**config.mk**
```make
export PLATFORM = sky130hd
export DESIGN_NAME = avs_frame_enc
export DESIGN_NICKNAME = d
export VERILOG_FILES = /design/src/rtl/avs_frame_pkg.sv /design/src/rtl/avs_crc3.sv /design/src/rtl/avs_frame_pack.sv /design/src/rtl/avs_frame_out.sv /design/src/rtl/avs_crc_check.sv /design/src/rtl/avs_frame_enc.sv
export SDC_FILE = /design/constraint.sdc
export NUM_CORES = 1
export LEC_CHECK = 0
export ABC_AREA = 1
export BUFFER_PORTS_ARGS = -buffer_cell sky130_fd_sc_hd__buf_2
export CAP_MARGIN = 30
export CORE_AREA = 2 2 78 80
export CTS_BUF_LIST = sky130_fd_sc_hd__clkbuf_16
export DETAILED_ROUTE_END_ITERATION = 8
export DIE_AREA = 0 0 80 82
export GPL_TIMING_DRIVEN = 0
export MAX_ROUTING_LAYER = met4
export PLACE_DENSITY = 0.84
export SLEW_MARGIN = 20
export SYNTH_ARGS = -nofsm -noshare
export SYNTH_HDL_FRONTEND = slang
export SYNTH_SLANG_ARGS = --single-unit
```
**constraint.sdc**
```tcl
create_clock -name clk_i -period 5.2 [get_ports clk_i]
set_input_delay 0.52 -clock clk_i [delete_from_list [all_inputs] [get_ports clk_i]]
set_output_delay 0.52 -clock clk_i [all_outputs]
set_load 0.1 [all_outputs]
```
**src/rtl/avs_frame_pkg.sv**
```systemverilog
package avs_frame_pkg;
  localparam int unsigned FRAME_W = 32;
  localparam int unsigned CRC_W   = 3;
  localparam int unsigned SEL_W   = 4;
  localparam int unsigned DATA_W  = 16;
  localparam int unsigned BODY_W  = FRAME_W - CRC_W;
  // x^3 + x + 1, leading term implied
  localparam logic [CRC_W-1:0] CRC_POLY = 3'b011;
  localparam logic [1:0] START_CODE = 2'b01;

  typedef enum logic [1:0] {
    CMD_WRITE = 2'b00,
    CMD_READ  = 2'b11
  } avs_cmd_e;

  typedef struct packed {
    logic [1:0]        start;
    avs_cmd_e          cmd;
    logic              grp;
    logic [SEL_W-1:0]  dtype;
    logic [SEL_W-1:0]  rail;
    logic [DATA_W-1:0] data;
  } avs_body_t;
endpackage

```
**src/rtl/avs_crc3.sv**
```systemverilog
module avs_crc3 #(
  parameter int unsigned IN_W  = 29,
  parameter int unsigned CRC_W = 3,
  parameter logic [CRC_W-1:0] POLY = 3'b011
) (
  input  logic [IN_W-1:0]  data_i,
  output logic [CRC_W-1:0] crc_o
);
  // serial division unrolled, MSB first, zero init
  always_comb begin
    logic [CRC_W-1:0] r;
    logic fb;
    r = '0;
    for (int i = IN_W - 1; i >= 0; i--) begin
      fb = data_i[i] ^ r[CRC_W-1];
      r  = {r[CRC_W-2:0], 1'b0} ^ (fb ? POLY : '0);
    end
    crc_o = r;
  end
endmodule

```
**src/rtl/avs_frame_pack.sv**
```systemverilog
module avs_frame_pack
  import avs_frame_pkg::*;
(
  input  logic              read_i,
  input  logic              grp_i,
  input  logic [SEL_W-1:0]  dtype_i,
  input  logic [SEL_W-1:0]  rail_i,
  input  logic [DATA_W-1:0] data_i,
  input  logic              idle_i,
  output logic [FRAME_W-1:0] frame_o
);
  avs_body_t body;
  logic [CRC_W-1:0] crc;

  always_comb begin
    body.start = START_CODE;
    body.cmd   = read_i ? CMD_READ : CMD_WRITE;
    body.grp   = grp_i;
    body.dtype = dtype_i;
    body.rail  = rail_i;
    body.data  = read_i ? '1 : data_i;  // reads carry an all-ones payload
  end

  avs_crc3 #(.IN_W(BODY_W), .CRC_W(CRC_W), .POLY(CRC_POLY)) u_crc (
    .data_i (body),
    .crc_o  (crc)
  );

  assign frame_o = idle_i ? '1 : {body, crc};
endmodule

```
**src/rtl/avs_frame_out.sv**
```systemverilog
module avs_frame_out #(
  parameter int unsigned W = 32
) (
  input  logic         clk_i,
  input  logic         rst_ni,
  input  logic         in_valid_i,
  output logic         in_ready_o,
  input  logic [W-1:0] in_data_i,
  output logic         out_valid_o,
  input  logic         out_ready_i,
  output logic [W-1:0] out_data_o
);
  logic         vld_q;
  logic [W-1:0] dat_q;
  logic         take;

  assign in_ready_o = !vld_q || out_ready_i;
  assign take       = in_valid_i && in_ready_o;

  always_ff @(posedge clk_i or negedge rst_ni) begin
    if (!rst_ni) begin
      vld_q <= 1'b0;
      dat_q <= '0;
    end else begin
      if (take) begin
        vld_q <= 1'b1;
        dat_q <= in_data_i;
      end else if (out_ready_i) begin
        vld_q <= 1'b0;
      end
    end
  end

  assign out_valid_o = vld_q;
  assign out_data_o  = dat_q;
endmodule

```
**src/rtl/avs_crc_check.sv**
```systemverilog
module avs_crc_check
  import avs_frame_pkg::*;
(
  input  logic [FRAME_W-1:0] word_i,
  output logic               err_o
);
  logic [CRC_W-1:0] crc;

  avs_crc3 #(.IN_W(BODY_W), .CRC_W(CRC_W), .POLY(CRC_POLY)) u_crc (
    .data_i (word_i[FRAME_W-1:CRC_W]),
    .crc_o  (crc)
  );

  assign err_o = (crc != word_i[CRC_W-1:0]);
endmodule

```
**src/rtl/avs_frame_enc.sv**
```systemverilog
module avs_frame_enc
  import avs_frame_pkg::*;
(
  input  logic               clk_i,
  input  logic               rst_ni,
  input  logic               req_valid_i,
  output logic               req_ready_o,
  input  logic               req_read_i,
  input  logic               req_grp_i,
  input  logic [SEL_W-1:0]   req_dtype_i,
  input  logic [SEL_W-1:0]   req_rail_i,
  input  logic [DATA_W-1:0]  req_data_i,
  input  logic               req_idle_i,
  output logic               frm_valid_o,
  input  logic               frm_ready_i,
  output logic [FRAME_W-1:0] frm_o,
  input  logic [FRAME_W-1:0] chk_word_i,
  output logic               chk_err_o
);
  logic [FRAME_W-1:0] frame_d;

  avs_frame_pack u_pack (
    .read_i  (req_read_i),
    .grp_i   (req_grp_i),
    .dtype_i (req_dtype_i),
    .rail_i  (req_rail_i),
    .data_i  (req_data_i),
    .idle_i  (req_idle_i),
    .frame_o (frame_d)
  );

  avs_frame_out #(.W(FRAME_W)) u_out (
    .clk_i       (clk_i),
    .rst_ni      (rst_ni),
    .in_valid_i  (req_valid_i),
    .in_ready_o  (req_ready_o),
    .in_data_i   (frame_d),
    .out_valid_o (frm_valid_o),
    .out_ready_i (frm_ready_i),
    .out_data_o  (frm_o)
  );

  avs_crc_check u_chk (
    .word_i (chk_word_i),
    .err_o  (chk_err_o)
  );
endmodule

```
==> impl_summary.txt <==
----------------------------------------------------
[Outcome]
  Result of the run ... finished clean

[Power and ir drop]
  Relative contribution of the clock network to total power ... 0.171
  Pint ... 0.000858 W
  Seq pwr share ... 0.157
  Net switching share of the total power ... 0.551
  Worst IR drop on VDD ... 0.000467 V
  Pwr/cell area ... 499 mW/mm²
  Comb power frac ... 0.672
  Leakage ... 2.25 nW
  Psw ... 0.00105 W

[Synthesis]
  Compound-Gate Fraction of Synth Area ... 0.0539
  Post-synth top flop ... sky130_fd_sc_hd__dfrtp_1
  Top cells by area, synth ... sky130_fd_sc_hd__dfrtp_1 (26%), sky130_fd_sc_hd__nand2_1 (24%), sky130_fd_sc_hd__nand3_1 (13%), sky130_fd_sc_hd__inv_1 (8.4%), sky130_fd_sc_hd__nor2_1 (5.7%)
  Share of async-settable or async-resettable flops after synthesis ... 1.00
  Synthesized net count ... 588
  Total of warnings raised by yosys ... 0
  Cell accounting for the most synthesized area ... sky130_fd_sc_hd__dfrtp_1
  Dominant combinational cell family by area after synthesis ... simple AND/OR/NAND/NOR gates
  Share of the yosys chip area belonging to registers ... 0.260
  Arithmetic-cell share of the synthesized area counting full adders, half adders and majority gates ... 0
  Cell area after synthesis ... 0.00309 mm²
  Xor/xnor cell area share of the yosys netlist ... 0.0852
  Number of standard cells after synthesis ... 525
  Average cell area after synthesis ... 5.88 µm²
  Synth cell count leaders ... sky130_fd_sc_hd__nand2_1 (200), sky130_fd_sc_hd__nand3_1 (81), sky130_fd_sc_hd__inv_1 (69), sky130_fd_sc_hd__nor2_1 (47), sky130_fd_sc_hd__dfrtp_1 (32)
  Post-synth EDFFs ... 0
  Share of the synthesized area in the top cell type ... 0.260
  Dominant cell by count in the synthesized netlist ... sky130_fd_sc_hd__nand2_1
  Basic-gate share of the synthesized area counting and, or, nand and nor cells ... 0.494
  Share of synthesized area spent on multiplexers ... 0
  #FFs+latches synth ... 32
  Number of library cell types mapped by synthesis ... 23

[GRT]
  Leftover overflow at the end of global routing ... 0
  Global-route met1 utilization ... 0.305
  Number of antenna violations at the first check in global routing ... 0
  Global-route wire length before repair ... 13,200 µm
  Peak-usage layer in the global routing report ... met2
  Number of global-route vias before repair ... 3,285
  Global Route met3 Usage ... 0.0549
  Maximum number of pins on one net before global-route repair ... 33
  Met2 usage ... 0.444
  Gr usage total ... 0.258

[Floorplanning]
  Die outline area ... 0.00656 mm²
  Die boundary width ... 80 µm
  Total core area ... 0.00575 mm²
  Initial standard-cell utilization of the core ... 0.537
  I/O pin total ... 98
  Number of cell rows ... 28
  Die outline height ... 82 µm

[Worst hold path]
  Type of the tightest min-delay check ... in -> async

[Clocking]
  Number of setup buffers added after CTS ... 0
  Clock tree from TritonCTS ... built
  Post-CTS clock slew at the launch and capture registers of the worst setup and hold paths ... 50 ps
  Count of clock tree sinks ... 32
  Clock tree root buffer cell ... sky130_fd_sc_hd__clkbuf_16
  Gates resized, CTS repair ... 0
  Maximum level of the CTS H-tree ... 2
  Deepest clock path buffer count ... 2
  Hold_buf cts ... 0
  Number of buffers inserted during clock tree synthesis ... 5
  Insertion delay to the later sink of the worst-skew pair ... 280 ps

[Job]
  Maxcap violations ... 0

[Worst setup path]
  Arrival time at the worst endpoint ... 3960 ps
  Worst-case reg-to-reg path depth ... 5
  Largest fanout on the critical path ... 4
  Delay of the slowest cell on the worst path ... 330 ps
  CP most frequent cell ... sky130_fd_sc_hd__nand2_1
  Critical path's slowest cell ... sky130_fd_sc_hd__clkbuf_4
  Critical path class ... in -> out
  Crit path launch type ... input port
  Req. time, crit path ... 4680 ps
  Element type at the critical path end ... primary output

[Layout]
  Layout cells sized above 1 ... 0.207
  Final #Nets ... 691
  Non-Filler Cell Area, Final ... 0.00383 mm²
  Antenna cells ... 0
  Area growth from synthesis to layout ... 24.0%
  Count of fill cells added during filler insertion ... 532

[Route]
  First-pass iteration count of the detailed router ... 4
  Count of unresolved DRC violations after routing ... 0
  Starting DRC count in detailed routing ... 138
  WL/cell ... 11.0 µm
  Count of antenna-violating nets left after detailed routing ... 0
  Total via count in the routed design ... 3,509
  Sum of routed wire length over all layers ... 7770 µm
  Vias per inst ... 4.98

[Timing]
  Total negative setup slack ... 0 ps
  Final period util ... 0.861
  Pin slew with the least headroom to its limit ... 723 ps
  Final Critical Period ... 4480 ps
  Final setup skew ... 3.41 ps
  Setup repair after global routing missed its margin ... false
  Number of endpoints failing setup at the final stage ... 0
  Max transition margin ... 0.518
  Peak Freq ... 223 MHz
  Count of final max-slew check failures ... 0
  Final Hold Fails ... 0

[Place]
  Post-detailed-placement cell area ... 0.00366 mm²
  Number of buffer cells added on primary ports ... 96
  GPL Wtd Cong ... 0.886
  Detailed Place HPWL ... 6310 µm

----------------------------------------------------
sequential cells by signal, indices dropped and copies added (netlist names):
signal / count
u_out.out_data_o: 31
u_out.out_valid_o: 1
final timing paths:
path                                                  startpoint                                to  slack, ps
max in group asynchronous                                 rst_ni  u_out.out_data_o[19]$_DFFE_PN0P_       4440
worst min register to register  u_out.out_data_o[30]$_DFFE_PN0P_  u_out.out_data_o[30]$_DFFE_PN0P_        470
worst max-delay path                              chk_word_i[30]                         chk_err_o        720
worst max register to register     u_out.out_valid_o$_DFFE_PN0P_   u_out.out_data_o[6]$_DFFE_PN0P_       3720
worst min-delay path                                      rst_ni  u_out.out_data_o[10]$_DFFE_PN0P_        300
min in group clk_i              u_out.out_data_o[30]$_DFFE_PN0P_  u_out.out_data_o[30]$_DFFE_PN0P_        470
power by group through the flow:
stage / combinational (W) / clock, W / sequential (W)
2_1_floorplan: 0.000815 / 0 / 0.000538
3_3_place_gp: 0.00122 / 0 / 0.000302
3_5_place_dp: 0.00127 / 0 / 0.000303
4_1_cts: 0.00128 / 0.000328 / 0.000300
5_1_grt: 0.00144 / 0.000343 / 0.000304
6_report: 0.00128 / 0.000326 / 0.000300
stage by stage:
step | instances | setup WS, ps | hold slack (ps) | total power, W | utilization
finish | 704 | 724 | 300 | 0.00191 | 0.666
global route | 704 | 67.5 | 374 | 0.00209 | 0.666
CTS | 704 | 634 | 326 | 0.00190 | 0.666
detailed placement | 696 | 644 | 454 | 0.00157 | 0.637
global placement | 696 | 769 | 448 | 0.00152 | 0.637
floorplan | 525 | 919 | 224 | 0.00135 | -
layer usage:
metal | vias up | wire length (µm)
li1 | 1849 | -
met1 | 1544 | 3440
met2 | 102 | 3730
met3 | 14 | 485
met4 | 0 | 123
met5 | - | 0
worst max-delay path: cells and delay by family:
kind | cells | cell delay [ps]
and+or+nand+nor | 32 | 2810
buffers and inverters | 5 | 630
cells in the final DEF (no fill, tap or decap):
cell                        synthesis  layout
sky130_fd_sc_hd__nand2_1          200     200
sky130_fd_sc_hd__buf_2              0      95
sky130_fd_sc_hd__nand3_1           81      81
sky130_fd_sc_hd__inv_1             69      70
sky130_fd_sc_hd__nor2_1            47      47
sky130_fd_sc_hd__dfrtp_1           32      32
sky130_fd_sc_hd__a21oi_1           19      19
sky130_fd_sc_hd__xor2_1            16      16
sky130_fd_sc_hd__o21ai_0           11      11
sky130_fd_sc_hd__nand3b_1          10      10
sky130_fd_sc_hd__nand2_2            9       9
sky130_fd_sc_hd__clkbuf_1           6       6
sky130_fd_sc_hd__clkbuf_16          0       5
sky130_fd_sc_hd__xnor2_1            4       4
sky130_fd_sc_hd__nand3_2            4       4
sky130_fd_sc_hd__inv_2              3       3
sky130_fd_sc_hd__or2_2              3       3
sky130_fd_sc_hd__xnor2_2            3       3
sky130_fd_sc_hd__buf_4              2       2
sky130_fd_sc_hd__xnor3_1            1       1
sky130_fd_sc_hd__buf_6              1       1
sky130_fd_sc_hd__clkbuf_8           1       1
sky130_fd_sc_hd__xor2_2             1       1
sky130_fd_sc_hd__o31ai_1            1       1
sky130_fd_sc_hd__a22o_1             1       1
sky130_fd_sc_hd__clkinv_2           0       1
sky130_fd_sc_hd__bufinv_16          0       1
sky130_fd_sc_hd__clkbuf_4           0       1
kinds of logic after synthesis:
group                     count (synthesis)
and+or+nand+nor                         354
DFF                                      32
buffers and inverters                    82
xor gates and xnor gates                 25
AOI/OAI and AO/OA                        32
final cells by class:
| class | count | area, µm² | area share |
|---|---|---|---|
| repair buffers | 96 | 483 | 0.126 |
| multi-input cells | 411 | 1950 | 0.510 |
| inverters | 72 | 270 | 0.0706 |
| clock inverters | 3 | 38.8 | 0.0101 |
| flip-flops and latches | 32 | 801 | 0.209 |
| well taps | 75 | 93.8 | 0.0245 |
| plain buffers | 10 | 62.6 | 0.0164 |
| clock buffers | 5 | 125 | 0.0327 |
Power figures use the tool's default switching activity.
